[config.mk]
export PLATFORM = sky130hd
export DESIGN_NAME = clkdiv_top
export DESIGN_NICKNAME = d
export VERILOG_FILES = /design/src/rtl/clkdiv_pkg.sv /design/src/rtl/clkdiv_regs.sv /design/src/rtl/clkdiv_src_sel.sv /design/src/rtl/clkdiv_core.sv /design/src/rtl/clkdiv_top.sv
export SDC_FILE = /design/constraint.sdc
export NUM_CORES = 1
export LEC_CHECK = 0
export CAP_MARGIN = 20
export CORE_MARGIN = 3
export CORE_UTILIZATION = 50
export CTS_BUF_LIST = sky130_fd_sc_hd__clkbuf_8
export DETAILED_ROUTE_END_ITERATION = 8
export DONT_BUFFER_PORTS = 1
export PLACE_DENSITY_LB_ADDON = 0.2
export SYNTH_ARGS = -nofsm -noshare
export SYNTH_HDL_FRONTEND = slang
export SYNTH_SLANG_ARGS = --single-unit
[constraint.sdc]
create_clock -name clk -period 6.3 [get_ports clk]
set_input_delay 0 -clock clk [delete_from_list [all_inputs] [get_ports clk]]
set_output_delay 0 -clock clk [all_outputs]
set_load 0.01 [all_outputs]
[src/rtl/clkdiv_pkg.sv]
`timescale 1ns/1ps
// Package: constants and field positions shared by the divider modules.
// Assumes the 32-bit register word layout described in the brief.
package clkdiv_pkg;
    localparam logic [7:0] WR_KEY   = 8'h5A;
    localparam int         KEY_LSB  = 24;
    localparam int         SRC_W    = 4;
    localparam int         EN_BIT   = 4;
    localparam int         KILL_BIT = 5;
    localparam int         BUSY_BIT = 7;

    typedef enum logic {
        SEL_CTL = 1'b0,
        SEL_DIV = 1'b1
    } reg_sel_e;
endpackage

[src/rtl/clkdiv_regs.sv]
`timescale 1ns/1ps
// Module: clkdiv_regs
// Holds the control and divisor registers. A write lands only with the
// key byte present; the source field and the whole divisor are frozen
// while the generator reports busy. Assumes INT_W + FRAC_W <= 24.
module clkdiv_regs
    import clkdiv_pkg::*;
#(
    parameter int INT_W  = 12,
    parameter int FRAC_W = 12
) (
    input  logic              clk,
    input  logic              rst_n,
    input  logic              wr_en,
    input  logic              wr_sel,
    input  logic [31:0]       wr_data,
    input  logic              busy_i,
    output logic [SRC_W-1:0]  src_o,
    output logic              en_o,
    output logic              kill_o,
    output logic [INT_W-1:0]  int_o,
    output logic [FRAC_W-1:0] frac_o
);
    logic key_ok;

    // Key byte comparison for the current write word.
    always_comb key_ok = (wr_data[31:KEY_LSB] == WR_KEY);

    // Register update: keyed writes only, locked fields held while busy.
    always_ff @(posedge clk) begin
        if (!rst_n) begin
            src_o  <= '0;
            en_o   <= 1'b0;
            kill_o <= 1'b0;
            int_o  <= '0;
            frac_o <= '0;
        end else if (wr_en && key_ok) begin
            if (reg_sel_e'(wr_sel) == SEL_CTL) begin
                en_o   <= wr_data[EN_BIT];
                kill_o <= wr_data[KILL_BIT];
                if (!busy_i) src_o <= wr_data[SRC_W-1:0];
            end else if (!busy_i) begin
                frac_o <= wr_data[FRAC_W-1:0];
                int_o  <= wr_data[FRAC_W +: INT_W];
            end
        end
    end

    // an unkeyed write leaves every register untouched.
    a_r1_unkeyed_write: assert property (@(posedge clk) disable iff (!rst_n)
        (wr_en && wr_data[31:KEY_LSB] != WR_KEY) |=>
            ($stable(src_o) && $stable(en_o) && $stable(kill_o) &&
             $stable(int_o) && $stable(frac_o)));

    // divisor and source hold while the generator is busy.
    a_r9_locked_busy: assert property (@(posedge clk) disable iff (!rst_n)
        busy_i |=> ($stable(int_o) && $stable(frac_o) && $stable(src_o)));
endmodule

[src/rtl/clkdiv_src_sel.sv]
`timescale 1ns/1ps
// Module: clkdiv_src_sel
// Routes the tick of the selected source to the divider. An index with
// no matching input yields no tick. Assumes NUM_SRC <= 2**SEL_W.
module clkdiv_src_sel #(
    parameter int NUM_SRC = 8,
    parameter int SEL_W   = 4
) (
    input  logic [NUM_SRC-1:0] src_tick,
    input  logic [SEL_W-1:0]   sel_i,
    output logic               tick_o
);
    logic [NUM_SRC-1:0] hit;

    // One match gate per source input.
    for (genvar g = 0; g < NUM_SRC; g++) begin : g_src
        assign hit[g] = src_tick[g] && (int'(sel_i) == g);
    end

    // Combine the gated ticks; at most one gate can be open.
    always_comb tick_o = |hit;
endmodule

[src/rtl/clkdiv_core.sv]
`timescale 1ns/1ps
// Module: clkdiv_core
// Counts selected ticks and emits one registered pulse per period. The
// period is the integer part (0 read as 1) plus one tick whenever the
// previous pulse overflowed the fraction accumulator. Kill stops at once;
// a cleared enable stops on the next pulse. Assumes divisor inputs are
// stable while running (the register block enforces this).
module clkdiv_core #(
    parameter int INT_W  = 12,
    parameter int FRAC_W = 12
) (
    input  logic              clk,
    input  logic              rst_n,
    input  logic              tick_i,
    input  logic              en_i,
    input  logic              kill_i,
    input  logic [INT_W-1:0]  div_int_i,
    input  logic [FRAC_W-1:0] div_frac_i,
    output logic              busy_o,
    output logic              clk_en_o
);
    localparam int CNT_W = INT_W + 1;

    logic              run;
    logic [CNT_W-1:0]  cnt;
    logic [FRAC_W-1:0] acc;
    logic              extra;
    logic              pulse_q;
    logic [CNT_W-1:0]  base;
    logic [CNT_W-1:0]  period;
    logic [CNT_W-1:0]  cnt_inc;
    logic              last;
    logic [FRAC_W:0]   acc_sum;

    // Period length and end-of-period detection.
    always_comb begin
        base    = (div_int_i == '0) ? CNT_W'(1) : {1'b0, div_int_i};
        period  = base + CNT_W'(extra);
        cnt_inc = cnt + CNT_W'(1);
        last    = (cnt_inc >= period);
        acc_sum = {1'b0, acc} + {1'b0, div_frac_i};
    end

    // Run state, tick counter, fraction accumulator and output pulse.
    always_ff @(posedge clk) begin
        if (!rst_n) begin
            run     <= 1'b0;
            cnt     <= '0;
            acc     <= '0;
            extra   <= 1'b0;
            pulse_q <= 1'b0;
        end else begin
            pulse_q <= 1'b0;
            if (!run) begin
                if (en_i && !kill_i) begin
                    run   <= 1'b1;
                    cnt   <= '0;
                    acc   <= '0;
                    extra <= 1'b0;
                end
            end else if (kill_i) begin
                run <= 1'b0;
                cnt <= '0;
            end else if (tick_i) begin
                if (last) begin
                    pulse_q <= 1'b1;
                    cnt     <= '0;
                    acc     <= acc_sum[FRAC_W-1:0];
                    extra   <= acc_sum[FRAC_W];
                    if (!en_i) run <= 1'b0;
                end else begin
                    cnt <= cnt_inc;
                end
            end
        end
    end

    // Drive outputs from registers.
    always_comb begin
        busy_o   = run;
        clk_en_o = pulse_q;
    end

    // an idle generator with enable and no kill starts on the next edge.
    a_r4_start: assert property (@(posedge clk) disable iff (!rst_n)
        (!run && en_i && !kill_i) |=> run);

    // kill while running stops without a pulse.
    a_r7_kill_stop: assert property (@(posedge clk) disable iff (!rst_n)
        (run && kill_i) |=> (!run && !pulse_q));

    // a stop without kill always coincides with the final pulse.
    a_r8_graceful_stop: assert property (@(posedge clk) disable iff (!rst_n)
        ($fell(run) && !$past(kill_i)) |-> pulse_q);

    // every pulse follows a counted tick.
    a_r5_pulse_after_tick: assert property (@(posedge clk) disable iff (!rst_n)
        pulse_q |-> ($past(tick_i) && $past(run)));
endmodule

[src/rtl/clkdiv_top.sv]
`timescale 1ns/1ps
// Module: clkdiv_top
// Keyed control/divisor registers, source selection and fractional
// divider. Read-back is combinational; the key byte always reads 0.
module clkdiv_top
    import clkdiv_pkg::*;
#(
    parameter int NUM_SRC = 8,
    parameter int INT_W   = 12,
    parameter int FRAC_W  = 12
) (
    input  logic               clk,
    input  logic               rst_n,
    input  logic               wr_en,
    input  logic               wr_sel,
    input  logic [31:0]        wr_data,
    input  logic               rd_sel,
    output logic [31:0]        rd_data,
    input  logic [NUM_SRC-1:0] src_tick,
    output logic               clk_en_o,
    output logic               busy_o
);
    logic [SRC_W-1:0]  src_q;
    logic              en_q;
    logic              kill_q;
    logic [INT_W-1:0]  int_q;
    logic [FRAC_W-1:0] frac_q;
    logic              sel_tick;
    logic              busy;

    clkdiv_regs #(.INT_W(INT_W), .FRAC_W(FRAC_W)) u_regs (
        .clk     (clk),
        .rst_n   (rst_n),
        .wr_en   (wr_en),
        .wr_sel  (wr_sel),
        .wr_data (wr_data),
        .busy_i  (busy),
        .src_o   (src_q),
        .en_o    (en_q),
        .kill_o  (kill_q),
        .int_o   (int_q),
        .frac_o  (frac_q)
    );

    clkdiv_src_sel #(.NUM_SRC(NUM_SRC), .SEL_W(SRC_W)) u_sel (
        .src_tick (src_tick),
        .sel_i    (src_q),
        .tick_o   (sel_tick)
    );

    clkdiv_core #(.INT_W(INT_W), .FRAC_W(FRAC_W)) u_core (
        .clk        (clk),
        .rst_n      (rst_n),
        .tick_i     (sel_tick),
        .en_i       (en_q),
        .kill_i     (kill_q),
        .div_int_i  (int_q),
        .div_frac_i (frac_q),
        .busy_o     (busy),
        .clk_en_o   (clk_en_o)
    );

    // Read-back multiplexer; unused positions and the key byte are zero.
    always_comb begin
        rd_data = '0;
        if (reg_sel_e'(rd_sel) == SEL_DIV) begin
            rd_data[FRAC_W-1:0]     = frac_q;
            rd_data[FRAC_W +: INT_W] = int_q;
        end else begin
            rd_data[SRC_W-1:0] = src_q;
            rd_data[EN_BIT]    = en_q;
            rd_data[KILL_BIT]  = kill_q;
            rd_data[BUSY_BIT]  = busy;
        end
    end

    // Busy output.
    always_comb busy_o = busy;
endmodule

==> reports/metrics.yaml <==
setup_path:
  critical_path.max_fanout: 11
  crit_type: "flip-flop to flip-flop"
  worst_ep_arrival_time_ns: 4.49
  critPathLaunchType: "flip-flop"
  endpoint_kind: "flip-flop"
  cp.required_ns: 6.58
sta:
  setup_viol: 0
  min_period_ns: 4.21
  final.period_utilization: 0.668
  rsz0062_at_grt: "false"
  hold_violations: 0
  worst_pin_slew_ns: 1.02
  clock_skew_ns: 0.00593
  fmax_mhz: 238
  slew_violations: 0
  tns_ns: 0
  relSlewSlack: 0.319
drt:
  finalWirelength_um: 8320
  via_count: 2948
  via_per_inst: 5.62
  drt-initial-drc-count: 121
  antenna_left: 0
  drt_pass1_iterations: 4
  drt-wirelength-per-cell_um: 15.9
  drcViolationCount: 0
pwr:
  total_power_uw: 828
  p_leak_uw: 0.00167
  pwr_density_cell_nw_per_um2: 198
  ir_drop_v: 0.000102
final_layout:
  syn_to_final_growth_pct: 14.4
  nNetsFinal: 498
  drive_gt1_frac: 0.0769
  antenna_cells: 0
cts:
  cts.sinks: 58
  cts_tree: "built"
  path_clk_slew_ns: 0.07
  htreeDepth: 3
  cts_buffer_depth: 2
  cts.root.buffer_cell: "clkbuf_8"
  numCtsBuffers: 9
  clkLatencyLatePin_ns: 0.34
  cts_setup_buffers: 0
logic_synthesis:
  synth_area_leaders: "dfxtp_1 (32%), ha_1 (9.6%), mux2i_1 (8.2%), nor2_1 (4.1%), xnor2_1 (4.1%)"
  synth_top_cell_by_area: "dfxtp_1"
  async_flop_share: 0
  synth_area_um2: 3660
  synth_cells: 405
  yosys.area.top_type_share: 0.317
  yosys.cell_count.top_type: "dfxtp_1"
  ys_types: 55
  ys_warn_count: 0
  ys_seq_area_frac: 0.317
  synth-seq-cells: 58
  synth_commonest_cells: "dfxtp_1 (58), nor2_1 (40), mux2i_1 (30), ha_1 (28), nand2_1 (25)"
  avgSynthCellArea_um2: 9.04
  synth_edf_count: 0
  ys.flop_type: "dfxtp_1"
global_route:
  grt_busiest_layer: "met2"
  gr-usage-met3: 0.0514
  use_met1: 0.290
  antenna_found_initial: 0
  grt_pass1_wl_um: 14200
  grt_pass1_vias: 2959
  use_met2: 0.314
  gr-total-overflow: 0
  grt_util_all_layers: 0.211
  grt_max_degree: 33
placed_design:
  gp_congestion: 0.878
  portBuffers: 0
  hpwlAfterDp_um: 5940
floorplanning:
  core_um2: 6940
  die_y_um: 91.6
  die_w_um: 91.6
  num_rows: 30
  start_util: 0.527
  io_pins: 79
  die_area_um2: 8390
hold_path:
  worstHoldPathType: "primary input to flip-flop"
flow_run:
  drv_cap: 0
run_status:
  outcome: "completed"
-- logic make-up after synthesis --
kind of cell / synth area share
flip-flops: 0.317
buffers and inverters: 0.0516
other: 0.00102
multiplexers: 0.119
adder cells (fa/ha/maj): 0.101
AO/OA/AOI/OAI: 0.162
AND/OR/NAND/NOR: 0.174
XOR/XNOR: 0.0741
-- worst max-delay path, stage by stage (launching register included) --
cell     delay [ns]
dfxtp_1        0.38
nor4_1         0.30
a31o_2         0.19
ha_1           0.16
ha_1           0.21
nand2_1        0.07
nor2_1         0.25
nand3_1        0.14
xor2_1         0.17
ha_1           0.29
and3_1         0.18
nand4_1        0.11
o21ai_0        0.18
or3_1          0.50
a21oi_1        0.76
a32o_1         0.27
-- placed cells by master (no fill, tap or decap), drive strengths merged, types with 4 or more instances in the layout --
master        n
dlygate4sd3  26
clkbuf       11
o21ai         9
nand3        14
a211oi        4
inv          10
a32o         11
a21o          7
nor2         40
conb          8
xor2         14
a31oi         7
mux2          6
and2         18
xnor2        17
a22o          4
nand4         4
and3          6
mux2i        31
dfxtp        58
nand2        25
a21oi        24
ha           28
-- timing repair --
action	in CTS	in global routing
resized for setup	0	0
hold buffers	26	0
hold endpoints to repair	47	0
-- state kept, by name, summed over array words and instances (netlist names) --
name             count
u_regs.int_o        12
u_core.clk_en_o      1
u_core.busy_o        1
u_core.acc          12
u_regs.src_o         4
u_regs.kill_o        1
u_regs.en_o          1
u_core.extra         1
u_core.cnt          13
u_regs.frac_o       12
-- per-stage QoR --
step | util | hold slack [ns] | cells | setup slack, ns | cell area [um2]
6_report | 0.603 | 0.0487 | 525 | 2.09 | 4190
5_1_grt | 0.603 | 0.0475 | 525 | 1.71 | 4190
4_1_cts | 0.603 | 0.0453 | 525 | 2.09 | 4190
3_5_place_dp | 0.530 | 0.131 | 483 | 2.10 | 3680
3_3_place_gp | 0.530 | 0.133 | 483 | 2.25 | 3680
2_1_floorplan | - | 0.147 | 412 | 2.72 | 3690
-- layout make-up --
class | instances | area, um2
Clock buffer | 11 | 151
Clock inverter | 5 | 100
Fill cell | 610 | 2760
Inverter | 10 | 37.5
Multi-Input combinational cell | 317 | 2340
Sequential cell | 58 | 1160
Tap cell | 96 | 120
Timing Repair Buffer | 28 | 275
-- worst paths after layout --
kind	start	to	slack [ns]	depth (start not counted)
worst max-delay path	u_regs.int_o[3]	u_core.acc[9]	2.09	15
worst min-delay path	rst_n	u_core.cnt[10]	0.05	2
worst max register to register	u_regs.int_o[3]	u_core.acc[9]	2.09	15
worst min register to register	u_core.cnt[11]	u_core.cnt[11]	0.50	1
-- report_power, final --
| part | leakage (uW) | switching [uW] | internal (uW) |
|---|---|---|---|
| clock | 0.000129 | 151 | 283 |
| combinational | 0.00107 | 13.2 | 14.3 |
| sequential | 0.000467 | 0.173 | 367 |
| total | 0.00167 | 164 | 664 |
-- metal layers --
layer | vias to the layer above | routed length [um]
met4 | 0 | 155
met1 | 1345 | 4050
met5 | - | 0
met2 | 96 | 3620
li1 | 1494 | -
met3 | 13 | 495
Power figures use the tool's default switching activity.
